## src/rtl/flash_ctl_pkg.sv

```systemverilog
// Shared constants and types of the flash program/erase controller.
// Assumes a 16-bit register bus with an 8-bit key in the upper byte.
package flash_ctl_pkg;

    typedef enum logic [2:0] {
        OP_NONE,
        OP_SEG,
        OP_MAIN,
        OP_FULL,
        OP_PROG
    } op_e;

    localparam logic [7:0] WR_KEY = 8'hA5;
    localparam logic [7:0] RD_KEY = 8'h96;

    // mode register bit positions
    localparam int MB_ERASE = 1;
    localparam int MB_MASS  = 2;
    localparam int MB_GMASS = 3;
    localparam int MB_PROG  = 6;
    localparam logic [7:0] MODE_MASK = 8'h4E;

    // status register bit positions
    localparam int SB_BUSY  = 0;
    localparam int SB_KEYV  = 1;
    localparam int SB_ACCV  = 2;
    localparam int SB_LOCK  = 4;
    localparam int SB_EMEX  = 5;
    localparam int SB_LOCKA = 6;

    localparam logic [1:0] RA_MODE = 2'd0;
    localparam logic [1:0] RA_CFG  = 2'd1;
    localparam logic [1:0] RA_STAT = 2'd2;

endpackage

```

## src/rtl/flash_ctl_regs.sv

```systemverilog
// Keyed control registers: mode, timing config, status/lock.
// Assumes one register access per cycle; reads are combinational.
module flash_ctl_regs
    import flash_ctl_pkg::*;
(
    input  logic        clk,
    input  logic        rst_n,
    input  logic        reg_wr,
    input  logic [1:0]  reg_addr,
    input  logic [15:0] reg_wdata,
    input  logic        busy,
    input  logic        acc_set,
    output logic [15:0] reg_rdata,
    output logic [7:0]  mode_q,
    output logic [7:0]  cfg_q,
    output logic        lock_q,
    output logic        lock_a_q,
    output logic        keyv_q,
    output logic        accv_q,
    output logic        emex
);

    logic key_ok;
    logic [7:0] stat_lo;

    // key check and emergency-exit request decode
    always_comb begin
        key_ok = (reg_wdata[15:8] == WR_KEY);
        emex   = reg_wr && key_ok && (reg_addr == RA_STAT) && reg_wdata[SB_EMEX];
    end

    // register update with key protection and sticky violation flags
    always_ff @(posedge clk) begin
        if (!rst_n) begin
            mode_q   <= '0;
            cfg_q    <= '0;
            lock_q   <= 1'b1;
            lock_a_q <= 1'b1;
            keyv_q   <= 1'b0;
            accv_q   <= 1'b0;
        end else begin
            if (acc_set) accv_q <= 1'b1;
            if (reg_wr) begin
                if (!key_ok) begin
                    keyv_q <= 1'b1;
                end else begin
                    case (reg_addr)
                        RA_MODE: mode_q <= reg_wdata[7:0] & MODE_MASK;
                        RA_CFG:  cfg_q  <= reg_wdata[7:0];
                        RA_STAT: begin
                            lock_q   <= reg_wdata[SB_LOCK];
                            lock_a_q <= reg_wdata[SB_LOCKA];
                            if (!reg_wdata[SB_KEYV]) keyv_q <= 1'b0;
                            if (!reg_wdata[SB_ACCV]) accv_q <= 1'b0;
                            if (reg_wdata[SB_EMEX])  mode_q <= '0;
                        end
                        default: ;
                    endcase
                end
            end
        end
    end

    // read multiplexer with the fixed read key in the upper byte
    always_comb begin
        stat_lo           = '0;
        stat_lo[SB_BUSY]  = busy;
        stat_lo[SB_KEYV]  = keyv_q;
        stat_lo[SB_ACCV]  = accv_q;
        stat_lo[SB_LOCK]  = lock_q;
        stat_lo[SB_LOCKA] = lock_a_q;
        case (reg_addr)
            RA_MODE: reg_rdata = {RD_KEY, mode_q};
            RA_CFG:  reg_rdata = {RD_KEY, cfg_q};
            RA_STAT: reg_rdata = {RD_KEY, stat_lo};
            default: reg_rdata = {RD_KEY, 8'h00};
        endcase
    end

endmodule

```

## src/rtl/flash_ctl_decode.sv

```systemverilog
// Classifies a CPU write address into flash regions, derives the segment
// base and the requested operation from the mode bits.
// Assumes main memory runs from MAIN_BASE to the top of the address space.
module flash_ctl_decode
    import flash_ctl_pkg::*;
#(
    parameter int ADDR_W    = 16,
    parameter int INFO_BASE = 16'h1000,
    parameter int MAIN_BASE = 16'h8000,
    parameter int INFO_SEG  = 128,
    parameter int MAIN_SEG  = 512
) (
    input  logic [ADDR_W-1:0] mem_addr,
    input  logic [7:0]        mode_q,
    output logic              in_flash,
    output logic              in_info_a,
    output logic [ADDR_W-1:0] seg_base,
    output op_e               req_op
);

    localparam logic [ADDR_W-1:0] INFO_LO  = ADDR_W'(INFO_BASE);
    localparam logic [ADDR_W-1:0] INFO_A   = ADDR_W'(INFO_BASE + INFO_SEG);
    localparam logic [ADDR_W-1:0] INFO_TOP = ADDR_W'(INFO_BASE + 2*INFO_SEG - 1);
    localparam logic [ADDR_W-1:0] MAIN_LO  = ADDR_W'(MAIN_BASE);
    localparam logic [ADDR_W-1:0] INFO_MSK = ~ADDR_W'(INFO_SEG - 1);
    localparam logic [ADDR_W-1:0] MAIN_MSK = ~ADDR_W'(MAIN_SEG - 1);

    logic in_info;
    logic in_main;

    // region decode and segment base alignment
    always_comb begin
        in_info   = (mem_addr >= INFO_LO) && (mem_addr <= INFO_TOP);
        in_main   = (mem_addr >= MAIN_LO);
        in_flash  = in_info || in_main;
        in_info_a = in_info && (mem_addr >= INFO_A);
        seg_base  = in_info ? (mem_addr & INFO_MSK) : (mem_addr & MAIN_MSK);
    end

    // mode bits to operation, erase kinds ahead of program
    always_comb begin
        if (mode_q[MB_GMASS] && mode_q[MB_MASS] && mode_q[MB_ERASE]) req_op = OP_FULL;
        else if (mode_q[MB_MASS])  req_op = OP_MAIN;
        else if (mode_q[MB_ERASE]) req_op = OP_SEG;
        else if (mode_q[MB_PROG])  req_op = OP_PROG;
        else                       req_op = OP_NONE;
    end

endmodule

```

## src/rtl/flash_ctl_seq.sv

```systemverilog
// Operation sequencer: applies the start rules, latches address and data,
// counts timing-generator ticks and drives the array strobes.
// Assumes ERASE_TICKS >= PROG_TICKS >= 1.
module flash_ctl_seq
    import flash_ctl_pkg::*;
#(
    parameter int ADDR_W      = 16,
    parameter int ERASE_TICKS = 5000,
    parameter int PROG_TICKS  = 33
) (
    input  logic              clk,
    input  logic              rst_n,
    input  logic              mem_wr,
    input  logic [ADDR_W-1:0] mem_addr,
    input  logic [15:0]       mem_wdata,
    input  logic              mem_byte,
    input  logic              in_flash,
    input  logic              in_info_a,
    input  logic [ADDR_W-1:0] seg_base,
    input  op_e               req_op,
    input  logic              lock_q,
    input  logic              lock_a_q,
    input  logic              emex,
    input  logic              tick,
    output logic              busy,
    output logic              acc_set,
    output logic              arr_seg_erase,
    output logic              arr_main_erase,
    output logic              arr_info_erase,
    output logic              arr_prog,
    output logic [ADDR_W-1:0] arr_addr,
    output logic [15:0]       arr_data,
    output logic              arr_byte
);

    localparam int CNT_W = $clog2(ERASE_TICKS + 1);
    localparam logic [CNT_W-1:0] ERASE_LAST = CNT_W'(ERASE_TICKS - 1);
    localparam logic [CNT_W-1:0] PROG_LAST  = CNT_W'(PROG_TICKS - 1);

    op_e              op_q;
    logic [CNT_W-1:0] cnt_q;
    logic             info_ok_q;
    logic             a_blocked;
    logic             start;
    logic [CNT_W-1:0] last;

    // start qualification and busy-write violation
    always_comb begin
        busy      = (op_q != OP_NONE);
        a_blocked = in_info_a && lock_a_q && ((req_op == OP_SEG) || (req_op == OP_PROG));
        start     = mem_wr && in_flash && !busy && !lock_q && (req_op != OP_NONE) && !a_blocked;
        acc_set   = mem_wr && in_flash && busy;
        last      = (op_q == OP_PROG) ? PROG_LAST : ERASE_LAST;
    end

    // operation state, tick counter and latched array values
    always_ff @(posedge clk) begin
        if (!rst_n) begin
            op_q      <= OP_NONE;
            cnt_q     <= '0;
            info_ok_q <= 1'b0;
            arr_addr  <= '0;
            arr_data  <= '0;
            arr_byte  <= 1'b0;
        end else if (emex) begin
            op_q <= OP_NONE;
        end else if (start) begin
            op_q      <= req_op;
            cnt_q     <= '0;
            info_ok_q <= !lock_a_q;
            arr_addr  <= (req_op == OP_SEG) ? seg_base : mem_addr;
            arr_data  <= mem_wdata;
            arr_byte  <= mem_byte;
        end else if (busy && tick) begin
            if (cnt_q == last) op_q <= OP_NONE;
            else               cnt_q <= cnt_q + 1'b1;
        end
    end

    // level strobes toward the array
    always_comb begin
        arr_seg_erase  = (op_q == OP_SEG);
        arr_main_erase = (op_q == OP_MAIN) || (op_q == OP_FULL);
        arr_info_erase = (op_q == OP_FULL) && info_ok_q;
        arr_prog       = (op_q == OP_PROG);
    end

endmodule

```

## src/rtl/flash_ctl.sv

```systemverilog
// Top of the flash program/erase controller: keyed registers, address
// decode and operation sequencer. Assumes a synchronous active-low reset.
module flash_ctl
    import flash_ctl_pkg::*;
#(
    parameter int ADDR_W      = 16,
    parameter int INFO_BASE   = 16'h1000,
    parameter int MAIN_BASE   = 16'h8000,
    parameter int INFO_SEG    = 128,
    parameter int MAIN_SEG    = 512,
    parameter int ERASE_TICKS = 5000,
    parameter int PROG_TICKS  = 33
) (
    input  logic              clk,
    input  logic              rst_n,
    input  logic              reg_wr,
    input  logic [1:0]        reg_addr,
    input  logic [15:0]       reg_wdata,
    output logic [15:0]       reg_rdata,
    input  logic              mem_wr,
    input  logic [ADDR_W-1:0] mem_addr,
    input  logic [15:0]       mem_wdata,
    input  logic              mem_byte,
    input  logic              tick,
    output logic              tg_en,
    output logic [7:0]        tg_cfg,
    output logic              busy,
    output logic              arr_seg_erase,
    output logic              arr_main_erase,
    output logic              arr_info_erase,
    output logic              arr_prog,
    output logic [ADDR_W-1:0] arr_addr,
    output logic [15:0]       arr_data,
    output logic              arr_byte
);

    logic [7:0]        mode_q;
    logic              lock_q;
    logic              lock_a_q;
    logic              keyv_q;
    logic              accv_q;
    logic              emex;
    logic              acc_set;
    logic              in_flash;
    logic              in_info_a;
    logic [ADDR_W-1:0] seg_base;
    op_e               req_op;

    flash_ctl_regs i_regs (
        .clk       (clk),
        .rst_n     (rst_n),
        .reg_wr    (reg_wr),
        .reg_addr  (reg_addr),
        .reg_wdata (reg_wdata),
        .busy      (busy),
        .acc_set   (acc_set),
        .reg_rdata (reg_rdata),
        .mode_q    (mode_q),
        .cfg_q     (tg_cfg),
        .lock_q    (lock_q),
        .lock_a_q  (lock_a_q),
        .keyv_q    (keyv_q),
        .accv_q    (accv_q),
        .emex      (emex)
    );

    flash_ctl_decode #(
        .ADDR_W    (ADDR_W),
        .INFO_BASE (INFO_BASE),
        .MAIN_BASE (MAIN_BASE),
        .INFO_SEG  (INFO_SEG),
        .MAIN_SEG  (MAIN_SEG)
    ) i_decode (
        .mem_addr  (mem_addr),
        .mode_q    (mode_q),
        .in_flash  (in_flash),
        .in_info_a (in_info_a),
        .seg_base  (seg_base),
        .req_op    (req_op)
    );

    flash_ctl_seq #(
        .ADDR_W      (ADDR_W),
        .ERASE_TICKS (ERASE_TICKS),
        .PROG_TICKS  (PROG_TICKS)
    ) i_seq (
        .clk            (clk),
        .rst_n          (rst_n),
        .mem_wr         (mem_wr),
        .mem_addr       (mem_addr),
        .mem_wdata      (mem_wdata),
        .mem_byte       (mem_byte),
        .in_flash       (in_flash),
        .in_info_a      (in_info_a),
        .seg_base       (seg_base),
        .req_op         (req_op),
        .lock_q         (lock_q),
        .lock_a_q       (lock_a_q),
        .emex           (emex),
        .tick           (tick),
        .busy           (busy),
        .acc_set        (acc_set),
        .arr_seg_erase  (arr_seg_erase),
        .arr_main_erase (arr_main_erase),
        .arr_info_erase (arr_info_erase),
        .arr_prog       (arr_prog),
        .arr_addr       (arr_addr),
        .arr_data       (arr_data),
        .arr_byte       (arr_byte)
    );

    // generators run exactly while an operation is in progress
    always_comb tg_en = busy;

endmodule

```

## config.mk

```make
export PLATFORM = sky130hd
export DESIGN_NAME = flash_ctl
export DESIGN_NICKNAME = d
export VERILOG_FILES = /design/src/rtl/flash_ctl_pkg.sv /design/src/rtl/flash_ctl_regs.sv /design/src/rtl/flash_ctl_decode.sv /design/src/rtl/flash_ctl_seq.sv /design/src/rtl/flash_ctl.sv
export SDC_FILE = /design/constraint.sdc
export NUM_CORES = 1
export LEC_CHECK = 0
export BUFFER_PORTS_ARGS = -buffer_cell sky130_fd_sc_hd__buf_2
export CAP_MARGIN = 20
export CORE_MARGIN = 4
export CORE_UTILIZATION = 40
export DETAILED_ROUTE_END_ITERATION = 8
export HOLD_SLACK_MARGIN = 0.05
export PLACE_DENSITY_LB_ADDON = 0.12
export RECOVER_POWER = 100
export SETUP_SLACK_MARGIN = 0.05
export SLEW_MARGIN = 20
export SYNTH_ARGS = -nofsm -noshare
export SYNTH_HDL_FRONTEND = slang
export SYNTH_SLANG_ARGS = --single-unit
export TNS_END_PERCENT = 50
```

## constraint.sdc

```tcl
create_clock -name clk -period 2.38 [get_ports clk]
set_input_delay 0.238 -clock clk [delete_from_list [all_inputs] [get_ports clk]]
set_output_delay 0.238 -clock clk [all_outputs]
set_load 0.02 [all_outputs]
```

### Yosys cells after proc, flatten, opt, wreduce, memory -nomap -nowiden

Cells that the tools add are included.
Widths: inputs -> output; s select.

| cells by class | value |
|---|---|
| add/sub/neg operators | 1 |
| magnitude comparators | 4 |
| eq/ne operators | 14 |
| muxes and demuxes | 24 |
| bitwise logic cells | 2 |
| reduce and logical (&&, ||, !) cells | 38 |

Operators by type and width:

| operator | number |
|---|---|
| $mux 13 | 4 |
| $ge 16x13->1 const B | 2 |
| $pmux 8 s3 | 1 |
| $mux 3 | 7 |
| $mux 9 | 2 |
| $logic_and 1x1->1 | 17 |
| $ge 16x16->1 const B | 1 |
| $le 16x13->1 const B | 1 |
| $pmux 8 s2 | 1 |
| $add 13x1->13 const B | 1 |
| $eq 13x13->1 | 1 |
| $reduce_and 3->1 | 4 |
| $eq 8x8->1 const B | 1 |
| $mux 1 | 8 |
| $mux 8 | 1 |
| $eq 3x1->1 const B | 2 |
| $eq 3x2->1 const B | 2 |
| $eq 3x3->1 const B | 2 |
| $ne 2x2->1 const B | 3 |
| $reduce_bool 2->1 | 3 |
| $reduce_bool 3->1 | 2 |
| $logic_not 1->1 | 4 |
| $reduce_and 2->1 | 2 |
| $reduce_and 4->1 | 1 |
| other kinds (7) | 10 |

| word-level totals | value |
|---|---|
| register bits | 70 |
| bits of input ports | 56 |
| output and inout port bits | 63 |
| logic and storage cells | 95 |

### Logic depth before layout (Yosys ltp)

Gate-level depths: netlist of run 1.

| logic depth | value |
|---|---|
| word-level depth | 11 |
| mapped depth | 8 |
| depth with buffers taken out | 6 |

### Cells and area by module

From an unflattened synthesis of run 1, not the netlist that was laid out.

| second synthesis, totals | value |
|---|---|
| cell total of the unflattened synthesis | 408 |
| area total of the unflattened synthesis | 3545.9 um2 |

By module, submodules not included:

| module | instances | cells each | area each (um2) |
|---|---|---|---|
| flash_ctl_seq | 1 | 271 | 2332.2 |
| flash_ctl_regs | 1 | 111 | 1022.2 |
| flash_ctl_decode | 1 | 25 | 183.9 |
| flash_ctl | 1 | 1 | 7.5 |

### Worst setup path after synthesis of run 1

No wires, ideal clock.

| timing path | value |
|---|---|
| path type | register to register |
| start | register i_seq.op_q[2] |
| end | register i_seq.cnt_q[2] |
| arrival time | 1.936 ns |
| required time | 2.279 ns |
| slack | 0.343 ns |
| stages on the path, launching flop included | 6 |
| buffers on the path | 0 |
| period minus slack after synthesis | 2.037 ns |
| path through | dfxtp_1 -> nor3b_1 -> nor4_1 -> o211ai_1 -> nand4_1 -> o41ai_1 |

| on the way | value |
|---|---|
| elaborated cells between the ends (all ways) | 14 |
| those cells by class | 3 x eq/ne; 2 x mux; 9 x reduce/logical |

RTL lines:

| item | line | text |
|---|---|---|
| start, declared | flash_ctl_seq.sv:40 | `op_e op_q;` |
| start signal, assigned | flash_ctl_seq.sv:68 | `op_q <= req_op;` |
| $eq 3x3->1 | - |  |
| net arr_prog | flash_ctl.sv:31 | `output logic arr_prog,` |
| $mux 13 | flash_ctl_seq.sv:53 | `last = (op_q == OP_PROG) ? PROG_LAST : ERASE_LAST;` |
| $eq 13x13->1 | flash_ctl_seq.sv:75 | `if (cnt_q == last) op_q <= OP_NONE;` |
| $ne 2x1->1 (no source line) | - |  |
| $reduce_and 3->1 (no source line) | - |  |
| end signal, assigned | flash_ctl_seq.sv:76 | `else cnt_q <= cnt_q + 1'b1;` |
| end, declared | flash_ctl_seq.sv:41 | `logic [CNT_W-1:0] cnt_q;` |

The timed path passes the listed nets, and every way through them passes these cells.
A chain may end at the register's enable or synchronous reset.

### Worst setup path after layout of run 1

| timing path | value |
|---|---|
| start | register i_seq.op_q[2] |
| end | register i_seq.arr_addr[3] |

| on the way | value |
|---|---|
| word-level cells in the longest chain between the ends | 7 |

RTL lines:

| item | line | text |
|---|---|---|
| $reduce_bool 3->1 | flash_ctl_seq.sv:49 | `busy = (op_q != OP_NONE);` |
| $logic_not 1->1 | flash_ctl_seq.sv:51 | `start = mem_wr && in_flash && !busy && !lock_q && (req_op != OP_NONE) && !a_blocked;` |
| $logic_and 1x1->1 (4 in a row) | flash_ctl_seq.sv:51 |  |
| $reduce_and 2->1 (no source line) | - |  |
| end signal, assigned | flash_ctl_seq.sv:71 | `arr_addr <= (req_op == OP_SEG) ? seg_base : mem_addr;` |
| end, declared | flash_ctl_seq.sv:31 | `output logic [ADDR_W-1:0] arr_addr,` |

No other way between the ends.

==> results of run 1 <==
-- worst max path at each step --
stage,startpoint,to
6_report,i_seq.op_q[2]$_SDFFE_PP0P_,i_seq.arr_addr[3]$_SDFFE_PN0P_
5_1_grt,i_seq.op_q[2]$_SDFFE_PP0P_,i_seq.arr_addr[5]$_SDFFE_PN0P_
4_1_cts,i_seq.op_q[2]$_SDFFE_PP0P_,i_seq.arr_addr[5]$_SDFFE_PN0P_
3_5_place_dp,i_seq.op_q[2]$_SDFFE_PP0P_,i_seq.arr_addr[2]$_SDFFE_PN0P_
3_3_place_gp,mem_addr[9],i_seq.cnt_q[4]$_SDFFE_PN0P_
2_1_floorplan,i_seq.op_q[2]$_SDFFE_PP0P_,i_seq.cnt_q[2]$_SDFFE_PN0P_
-- layout by cell type (no fill, tap or decap), types with 6 or more instances in the layout --
cell | synthesis | layout
sky130_fd_sc_hd__nand2_1 | 82 | 82
sky130_fd_sc_hd__nor4_1 | 6 | 6
sky130_fd_sc_hd__nor2_1 | 19 | 19
sky130_fd_sc_hd__nor2b_1 | 7 | 7
sky130_fd_sc_hd__buf_2 | 2 | 55
sky130_fd_sc_hd__mux2i_1 | 18 | 18
sky130_fd_sc_hd__a21oi_1 | 47 | 47
sky130_fd_sc_hd__o21ai_0 | 12 | 12
sky130_fd_sc_hd__nor3_1 | 6 | 6
sky130_fd_sc_hd__dfxtp_1 | 66 | 66
sky130_fd_sc_hd__nand3_1 | 21 | 21
sky130_fd_sc_hd__buf_4 | 12 | 8
sky130_fd_sc_hd__conb_1 | 2 | 8
sky130_fd_sc_hd__clkbuf_8 | 0 | 10
sky130_fd_sc_hd__clkbuf_1 | 14 | 58
-- power groups by stage --
stage	Sequential, uW	Clock, uW	Combinational [uW]
global route	1110	920	139
global placement	1130	0	126
detailed placement	1130	0	127
CTS	1110	875	127
floorplan	1130	0	65.9
finish	1110	850	125
-- per-layer routing --
metal	vias up	routed length [um]	global-route usage, %
li1	1566	-	-
met1	1390	3830	24.9
met2	90	4110	32.6
met3	6	571	4.53
met4	0	68	5.33
met5	-	0	0
-- sequential cells by signal, summed over array words and instances (netlist names) --
name,flops
i_regs.cfg_q,8
i_seq.arr_data,16
i_seq.arr_addr,16
i_seq.cnt_q,13
i_seq.info_ok_q,1
i_regs.lock_a_q,1
i_regs.mode_q,4
i_regs.keyv_q,1
i_seq.arr_byte,1
i_seq.op_q,3
i_regs.accv_q,1
i_regs.lock_q,1
-- tightest hold or removal path, stage by stage --
cell                      delay (ps)
sky130_fd_sc_hd__buf_2            90
sky130_fd_sc_hd__nand2_1          40
sky130_fd_sc_hd__a21oi_1          50
-- kinds of logic after synthesis --
kind of cell	count (synthesis)	synth area share, %
other cells	2	0.241
buf+inv	34	5.86
simple gates	179	29.1
fa+ha+maj	1	0.402
mux	18	5.78
compound gates	85	16.2
flops	66	42.4
-- metrics by stage --
step,instances,worst slack (ps)
6_report,599,298
5_1_grt,599,102
4_1_cts,599,293
3_5_place_dp,583,300
3_3_place_gp,583,370
2_1_floorplan,391,343
-- area by class of cell --
cell class                 instances  area (um2)  area share, %
multi-input combinational        291        1630           42.4
sequential                        66        1320           34.3
timing repair buffer             122         573           14.9
clock buffer                      10         138           3.57
tap                               99         124           3.22
clock inverter                     6        41.3           1.07
inverter                           5        18.8          0.487
==> results by stage, run 1 <==
Drt:
- The DRC violation count after routing is 0.
- The first detailed-routing pass ran for 4 iterations.
- Dividing the detail-routed via count by the number of cells gives 5.10.
- The DRC violation total after the first TritonRoute iteration is 148.
- The average wire length per cell after detail routing is 14.3 um.
- The routed wire length is 8.58 mm.
- The count of nets left with antenna violations once routing finished came out at 0.
- The detailed router placed 3052 vias in this run.

Logic synthesis:
- The share of the yosys chip area belonging to registers is 42.4%.
- In the synthesized netlist the async set-or-reset flop fraction comes to 0%.
- The commonest cells after synthesis are sky130_fd_sc_hd__nand2_1, sky130_fd_sc_hd__dfxtp_1, sky130_fd_sc_hd__a21oi_1, sky130_fd_sc_hd__nand3_1, sky130_fd_sc_hd__nor2_1.
- The number of enable-type register cells in the synthesized netlist is 0.
- Synthesis inferred 66 register bits.
- The leading area contributor after synthesis is sky130_fd_sc_hd__dfxtp_1.
- After synthesis, the netlist uses 50 different library cells.
- Summed over its instances, the top area cell type makes up 42.4% of the synthesized netlist area.
- By area the synthesized netlist is led by sky130_fd_sc_hd__dfxtp_1, sky130_fd_sc_hd__nand2_1, sky130_fd_sc_hd__a21oi_1, sky130_fd_sc_hd__mux2i_1, sky130_fd_sc_hd__nand3_1.
- For this run, the number of Yosys warnings is 0.
- The dominant cell by count in the synthesized netlist is sky130_fd_sc_hd__nand2_1.
- The cell area after synthesis is 0.00312 mm2.
- The leading register cell type out of synthesis is sky130_fd_sc_hd__dfxtp_1.
- The synthesized netlist cell count is 385.
- The synthesized area per cell is 8.09 um2.

Finish:
- The final cell area excluding filler cells is 0.00385 mm2.
- Cells with a size suffix above 1 make up 16.8% of the layout.
- Cells fill 52.0% of the core in the end.
- Counting the fill cells in the layout gives 762.
- The repair_antennas step left the layout with diodes totalling 0.
- The area growth from synthesis to layout is 23.6%.
- The final layout contains 552 nets.

STA:
- The worst path in the final design needs a cycle of 2080 ps, including I/O delays and setup.
- The post-route clock period utilization is 87.5%.
- The final setup violation count is 0.
- Across the routed clock network, the largest skew measured is 8.08 ps.
- Timing would allow up to 480 MHz.
- The relative slew slack is 34.0%.
- In the final timing run, aggregate negative setup slack is 0 ps.
- The tightest hold path in the finished design has a slack of 136 ps.
- Setup repair after global routing left no endpoint under its margin.
- The number of failing hold endpoints at the final stage was 0.
- At the pin with the least slew margin, the transition time is 975 ps.
- The total count of max-transition violations in the final report is 0.

Floorplanning:
- The die covers 0.00927 mm2.
- The height of the die is 96.3 um.
- The core region is 0.00741 mm2.
- The number of top-level pins is 119.
- The die width is 96.3 um.
- The number of placement rows is 31.
- The initial standard-cell utilization of the core is 42.1%.

Power:
- Power spread over the standard cell area amounts to 540 mW/mm2.
- The maximum VDD drop is 302 uV.
- The standby leakage power is 0.00150 uW.
- In this run, the combinational gates consume 6.0% of the power.
- The cell-internal power is 1560 uW.
- The share of total power dissipated in the clock network is 40.8%.
- Summed over all nets, the switching power comes to 519 uW.
- In this run, flip-flops and latches consume 53.1% of the power.
- The total power draw is 2080 uW.
- Net switching is 25.0% of the power.

Placed design:
- After legalization and detailed placement, the total HPWL measured 6.38 mm.
- The final weighted congestion of routability-driven global placement is 0.827.
- After detailed placement, the total cell area comes to 0.00375 mm2.
- During placement, the flow inserted port buffers numbering 110.

Worst hold path:
- In this run the worst hold path is classified as in2reg.
- The end of the worst hold path is i_seq.arr_data[3]$_SDFFE_PN0P_.
- In this run the most critical hold path is launched from mem_wdata[3].
- Counting instances, the worst hold path has a depth of 3.

GRT:
- Global routing finished with a remaining overflow of 0.
- Global routing used 19.5% of the available tracks.
- The maximum number of pins on one net before global-route repair is 41.
- The number of global-route vias before repair was 3000.
- The number of antenna violations at the first check in global routing was 0.
- The first-pass GRT wire length is 14.3 mm.

Setup path:
- The cell type group with the largest total delay on the critical path is simple AND/OR/NAND/NOR gates.
- The critical path in this run is classified as reg2reg.
- Along the worst path, the maximum fanout reaches 27.
- The stage delay of the slowest cell on the critical path is 430 ps.
- The signal on the critical path passes through or3_1 > nor4b_4 > and4_1 > buf_12 > nand3_1 > a21oi_1.
- The largest individual stage delay along the critical path comes from the cell sky130_fd_sc_hd__or3_1.
- In this run the register-to-register setup slack is 300 ps.
- The number of cells on the worst reg-to-reg path is 6.
- The data required time at the worst endpoint is 2640 ps.
- The startpoint of the most critical register-to-register path is i_seq.op_q[2]$_SDFFE_PP0P_.
- The end of the worst register-to-register path is i_seq.arr_addr[3]$_SDFFE_PN0P_.
- STA classifies the critical path endpoint as a flip-flop.
- The startpoint type of the worst setup path is a flip-flop.
- The buffering stage count on the worst path with inverters included is 1.
- The critical path runs through a total of 6 cells.
- The critical path arrival is 2340 ps.

Clock tree:
- The number of setup buffers added after CTS is 0.
- The number of H-tree levels is 3.
- The TritonCTS clock tree is built.
- In this run, post-CTS repair resized a total of 0 instances.
- The maximum clock insertion buffer count is 2.
- The clock reaches the later pin of the worst-skew pair after 330 ps.
- The number of clock buffers added by TritonCTS is 9.
- Clock-pin slew was measured on the worst setup and hold paths at 70 ps.
- After clock tree synthesis, the flow added hold-fix buffers numbering 0.
- The clock drives 66 sinks.
- The cell sitting at the root of the clock tree is a sky130_fd_sc_hd__clkbuf_8.

Run:
- The tool flagged a number of max-cap violations equal to 0.

Status:
- The run finished with clean final reports.
No activity file was read; power rests on OpenSTA's default activity.
==> run 2, diff against run 1 <==
CTS_CLUSTER_DIAMETER = 100   (was unset)
clock period = 2.4 ns   (was 2.38 ns; I/O delays follow)
==> results by stage, run 2 (synthesis gave the netlist of run 1 again) <==
STA:
- The accumulated negative setup slack is 0 ps.
- The worst clock skew is 11.4 ps.
- The post-layout worst setup margin is 295 ps.
- Hold is met by 124 ps.
- The post-route clock period utilization is 87.7%.
- The clock period could shrink to 2110 ps.
- Setup repair after global routing left no endpoint under its margin.
- Static timing analysis puts the maximum clock frequency at 475 MHz.
- The final setup violation count is 0.
- For the pin with the worst max-slew slack, the measured transition is 921 ps.
- The number of failing hold endpoints at the final stage was 0.
- The relative slew slack is 37.6%.
- The total count of max-transition violations in the final report came to 0.

GRT:
- The first global-routing pass estimated 13.9 mm of wire.
- For this run, the total global-route usage over all layers was measured as 19.1%.
- After global routing the overflow that remains totals 0.
- The routing usage on met1 is 25.0%.
- The met2 track demand over resource in global routing is 30.7%.
- Entering global routing, the biggest net connects 41 pins.
- The number of global-route vias before repair is 2916.
- For this run, global-route usage on met3 was measured as 4.22%.
- The number of antenna violations at the first check in global routing is 0.
- The most utilized layer in the global route result is met2.

Clock tree:
- The worst-skew pair later-pin latency is 340 ps.
- After clock tree synthesis, the setup repair step added 0 buffers.
- Counting every sink on the clock net gives 66.
- The TritonCTS buffer count is 9.
- The root buffer cell is sky130_fd_sc_hd__clkbuf_8.
- The number of hold buffers added after cts is 0.
- After clock tree synthesis, the repair step resized 0 gates.
- TritonCTS built the clock tree.
- The clock transition at the register clock pins on the worst setup and hold paths after CTS is 80 ps.
- The H-tree generated during clock tree synthesis spans 3 levels.
- The clock passes through at most 2 buffers.

Drt:
- The DRC violation count after routing is 0.
- The routed design has 8.55 mm of wire.
- The via count normalized by instance count is 5.16.
- The DRC violation total after the first TritonRoute iteration is 155.
- The average wire length per cell after detail routing is 14.3 um.
- The detail route stage leaves a number of antenna-violating nets equal to 0.
- Detailed routing inserted a total of 3088 vias.
- The number of iterations in the first detailed-routing pass is 4.

Power:
- Dividing total power by cell area gives a power density of 587 mW/mm2.
- The switching part of the total is 23.7%.
- The standby leakage power is 0.00152 uW.
- Internal power comes to 1740 uW.
- The power share of the sequential group is 48.0%.
- The clock network fraction of design power is 46.6%.
- The maximum VDD drop is 303 uV.
- Combinational logic burns 5.4% of the power.
- The switching power is 542 uW.

Placed design:
- After legalization and detailed placement, the total HPWL measured 6.25 mm.
- The placement-stage worst setup slack is 316 ps.
- At the end of routability-driven placement, the weighted congestion stood at 0.831.
- The post-placement cell area is 0.00374 mm2.
- Input and output buffers added on the ports amount to 110.

Finish:
- In the final layout, the registers with the most flip-flops are i_seq.arr_addr (16), i_seq.arr_data (16), i_seq.cnt_q (13).
- In the layout the commonest cells are sky130_fd_sc_hd__nand2_1, sky130_fd_sc_hd__dfxtp_1, sky130_fd_sc_hd__clkbuf_1.
- The diode insertion count for antenna repair is 0.
- The final-stage net count is 551.
- The final cell area excluding filler cells is 0.00389 mm2.
- For this run, the share of the core covered by cells in the final layout is 52.5%.
- The most common cell after layout, fill and taps aside is sky130_fd_sc_hd__nand2_1.
- The area growth from synthesis to layout is 24.8%.
- Of the cells placed in the final design, the portion with a size suffix greater than 1 is 16.6%.

Floorplanning:
- The height of the die is 96.3 um.
- The floorplan step defined a core boundary enclosing 0.00741 mm2.
- The floorplan has 31 rows.
- The die covers 0.00927 mm2.
- For this design the top-level I/O count stands at 119.
- The die is 96.3 um wide.
- For this configuration, the core starts out at a cell density of 42.1%.

Setup path:
- The startpoint type of the worst setup path is a flip-flop.
- Measured in cells, the most critical reg-to-reg path has a length of 6.
- The largest fanout of any net on the critical path is 34.
- The data required time at the worst endpoint is 2660 ps.
- The register-to-register setup slack is 290 ps.
- The slowest stage cell on the critical path is sky130_fd_sc_hd__or3_1.
- Walking the worst path, the cells encountered are or3_1 > nor4b_4 > and4_1 > buf_12 > nand3_1 > a21oi_1.
- In this run the critical register-to-register path is captured at i_seq.arr_addr[6]$_SDFFE_PN0P_.
- In this run the critical register-to-register path is launched from i_seq.op_q[2]$_SDFFE_PP0P_.
- The stage delay of the slowest cell on the critical path is 430 ps.
- STA puts the critical path data arrival time at 2370 ps.
- The worst setup path is of the reg2reg kind.
- The worst setup path is captured at a flip-flop.

Worst hold path:
- The worst hold path was traced through 3 stages.
- The startpoint identified for the worst hold timing path is mem_wdata[4].
- The worst hold path belongs to the class in2reg.
- The end of the worst hold path is i_seq.arr_data[4]$_SDFFE_PN0P_.

Run:
- The total of max-cap violations is 0.

Status:
- The flow ran to the end, and the final reports show no timing, DRC or antenna violations.
run 2: worst max path at each step:
stage	from	endpoint	slack (ps)	cells past startpoint
after global placement	i_seq.op_q[2]$_SDFFE_PP0P_	i_seq.arr_addr[2]$_SDFFE_PN0P_	380	6
final	i_seq.op_q[2]$_SDFFE_PP0P_	i_seq.arr_addr[6]$_SDFFE_PN0P_	290	6
after floorplan	i_seq.op_q[2]$_SDFFE_PP0P_	i_seq.cnt_q[2]$_SDFFE_PN0P_	360	5
after detailed placement	i_seq.op_q[2]$_SDFFE_PP0P_	i_seq.arr_addr[1]$_SDFFE_PN0P_	320	6
after CTS	i_seq.op_q[2]$_SDFFE_PP0P_	i_seq.arr_addr[6]$_SDFFE_PN0P_	280	6
after global routing	i_seq.op_q[2]$_SDFFE_PP0P_	i_seq.cnt_q[2]$_SDFFE_PN0P_	100	6
run 2: critical path: cells and delay by family, from the launching register on:
kind	cells	cell delay (ps)
buf+inv	1	230
compound gates	1	160
simple gates	4	1280
flops	1	360
run 2: routing by layer:
metal | up-vias | share of wire [%]
li1 | 1571 | -
met5 | - | 0
met1 | 1421 | 46
met3 | 12 | 5.9
met2 | 84 | 47
met4 | 0 | 1.6
run 2: metrics by stage:
step | power (uW) | std cells
2_1_floorplan | 1190 | 391
3_3_place_gp | 1250 | 582
3_5_place_dp | 1250 | 582
4_1_cts | 2310 | 598
5_1_grt | 2360 | 598
6_report | 2280 | 598
run 2: cell type report:
cell class | instances | area, um2
fillers | 770 | 3520
multi-input cells | 291 | 1630
flip-flops and latches | 66 | 1320
repair buffers | 121 | 566
clock buffers | 9 | 124
well taps | 99 | 124
clock inverters | 7 | 101
inverters | 5 | 18.8
run 2: power by group through the flow:
stage                     Combinational, uW  Clock (uW)  Sequential [uW]
after floorplan                        65.4           0             1120
after global placement                  125           0             1120
after detailed placement                126           0             1120
after CTS                               126        1090             1100
after global routing                    136        1130             1100
final                                   124        1060             1100
==> run 3, diff against run 2 <==
CORE_ASPECT_RATIO = 0.9   (was unset)
CTS_CLUSTER_SIZE = 16   (was unset)
==> results by stage, run 3 (synthesis gave the netlist of run 1 again) <==
Status:
- The flow ran to the end, and the final reports show no timing, DRC or antenna violations.

Setup path:
- The critical path arrival is 2360 ps.
- The number of cells on the worst reg-to-reg path is 6.
- The critical path goes through or3_1 > nor4b_4 > and4_1 > buf_12 > nand3_1 > a21oi_1.
- The critical path is of the reg2reg type.
- The data required time at the worst endpoint is 2650 ps.
- The largest fanout of any net on the critical path is 34.
- The buffering stage count on the worst path with inverters included is 1.
- The critical path runs through a total of 6 cells.
- The cell type group with the largest total delay on the critical path is simple AND/OR/NAND/NOR gates.
- The slowest stage cell on the critical path is sky130_fd_sc_hd__or3_1.
- For this run, the slowest stage of the critical path takes 440 ps.
- The worst setup path is captured at a flip-flop.
- The worst setup path is launched from a flip-flop.

Power:
- The switching part of the total is 24.5%.
- The share of total power dissipated in combinational logic is 5.8%.
- Per report_power, the sequential group accounts for 50.7% of the total.
- The switching power is 529 uW.
- Per report_power, the clock group accounts for 43.5% of the total.
- The power per cell area is 560 mW/mm2.
- The standby leakage power is 0.00152 uW.
- The maximum VDD drop is 357 uV.
- The internal portion of the total power is 1630 uW.

STA:
- The final setup violation count is 0.
- The accumulated negative setup slack is 0 ps.
- Dividing the final minimum period by the clock period gives 87.6%.
- The worst clock skew is 11.7 ps.
- The total count of max-transition violations in the final report was 0.
- Across all setup checks in the final design, the least slack found is 298 ps.
- The worst hold slack is 133 ps.
- The relative slew slack is 38.0%.
- For the finished layout, the period the worst path requires is 2100 ps.
- Based on the critical path, the design can be clocked at up to 476 MHz.
- The slew of the pin with the lowest slew margin is 915 ps.
- The number of failing hold endpoints at the final stage is 0.
- Setup repair after global routing left no endpoint under its margin.

Placed design:
- The half-perimeter wire length of the detailed placement result is 6.25 mm.
- After detailed placement, the design holds a cell count of 578.
- At the placement stage, the worst setup path has a slack of 305 ps.
- Routability-driven placement finished with a final weighted congestion of 0.904.
- The count of buffers from port buffering is 110.

Clock tree:
- Buffers added to address setup during post-CTS repair amount to 0.
- The TritonCTS clock tree is built.
- The tree is rooted in a sky130_fd_sc_hd__clkbuf_8.
- Post-CTS repair changed the size of 0 cells.
- The number of hold buffers added after cts is 0.
- TritonCTS created 9 clock buffers.
- The clock transition at the register clock pins on the worst setup and hold paths after CTS is 80 ps.
- The maximum clock insertion buffer count is 2.
- The worst-skew pair later-pin latency is 340 ps.
- The number of H-tree levels is 3.
- The tree built by TritonCTS fans out to 66 sinks.

Drt:
- Once detail routing completed, the nets flagged for antenna violations numbered 0.
- For this block, the via count after detailed routing is 3093.
- The detailed router finished its first iteration with 109 violations.
- The via count normalized by instance count is 5.21.
- The DRC violation count after routing is 0.
- The routed wire length is 8.56 mm.
- Dividing the detail-routed wire length by the instance count gives 14.4 um.
- The first detailed-routing pass took 4 iterations.

Floorplanning:
- The number of top-level pins is 119.
- The die width is 101 um.
- The initial standard-cell utilization of the core is 41.3%.
- The number of placement rows is 30.
- The area of the core is 0.00754 mm2.
- The floorplan step set the die height to 91.7 um.
- The die covers 0.00927 mm2.

Worst hold path:
- The hold path depth is 3.
- The path class of the tightest hold or removal check is in2reg.

GRT:
- The number of global-route vias before repair is 2940.
- The first-pass GRT wire length is 14.0 mm.
- The maximum number of pins on one net before global-route repair is 42.
- The number of antenna violations at the first check in global routing is 0.
- Global routing consumed, over all layers together, 18.5% of the routing resources.
- The total congestion overflow is 0.

Finish:
- 0 antenna diodes ended up in the layout.
- The largest registers in the layout are i_seq.arr_addr (16), i_seq.arr_data (16), i_seq.cnt_q (13).
- In the final design database the tool counted 550 nets.
- The library cells used most frequently in the layout, excluding fill and tap cells, are sky130_fd_sc_hd__nand2_1, sky130_fd_sc_hd__dfxtp_1, sky130_fd_sc_hd__buf_2.
- The post-route netlist has 17.1% of its cells at a drive strength greater than 1.
- The final core area utilization is 51.1%.
- The most common cell after layout, fill and taps aside is sky130_fd_sc_hd__nand2_1.
- Compared with the post-synthesis result, the final layout area differs by 23.8%.
- The number of non-filler instances in the completed layout is 594.

Run:
- Max-cap violations in this run came to 0.
[run 3: stage by stage]
step / area (um2) / power [uW]
3_5_place_dp: 3730 / 1250
4_1_cts: 3930 / 2190
2_1_floorplan: 3140 / 1190
6_report: 3860 / 2160
3_3_place_gp: 3730 / 1250
5_1_grt: 3860 / 2250
[run 3: worst paths after layout]
path                                                        to                      startpoint  slack (ps)
worst min register to register  i_seq.arr_data[2]$_SDFFE_PN0P_  i_seq.arr_data[2]$_SDFFE_PN0P_         450
worst min-delay path              i_regs.cfg_q[0]$_SDFFE_PN0P_                    reg_wdata[0]         130
worst max-delay path            i_seq.arr_addr[6]$_SDFFE_PN0P_      i_seq.op_q[2]$_SDFFE_PP0P_         300
worst max register to register  i_seq.arr_addr[6]$_SDFFE_PN0P_      i_seq.op_q[2]$_SDFFE_PP0P_         300
[run 3: per-layer routing]
layer | part of all wire (%) | vias up | GRT usage [%]
met5 | 0 | - | 0
met4 | 0.93 | 0 | 4.76
met3 | 5.5 | 7 | 5.40
met2 | 49 | 79 | 30.1
met1 | 45 | 1436 | 23.9
li1 | - | 1571 | -
[run 3: layout make-up]
| type | count | area, um2 |
|---|---|---|
| well taps | 96 | 120 |
| clock inverters | 7 | 77.6 |
| clock buffers | 9 | 124 |
| fillers | 795 | 3690 |
| inverters | 5 | 18.8 |
| repair buffers | 120 | 562 |
| flip-flops and latches | 66 | 1320 |
| multi-input cells | 291 | 1630 |
[run 3: worst register-to-register path: cells and delay by family, from the launching register on]
kind,cells,cell delay [ps]
AND/OR/NAND/NOR,4,1310
flip-flops,1,350
buffers and inverters,1,220
AO/OA/AOI/OAI,1,150
[run 3: power by group through the flow]
stage                     combinational [uW]  clock, uW  sequential [uW]
after detailed placement                 128          0             1120
after global routing                     138       1020             1100
after floorplan                         65.4          0             1120
after CTS                                128        963             1100
after global placement                   127          0             1120
final                                    126        940             1100
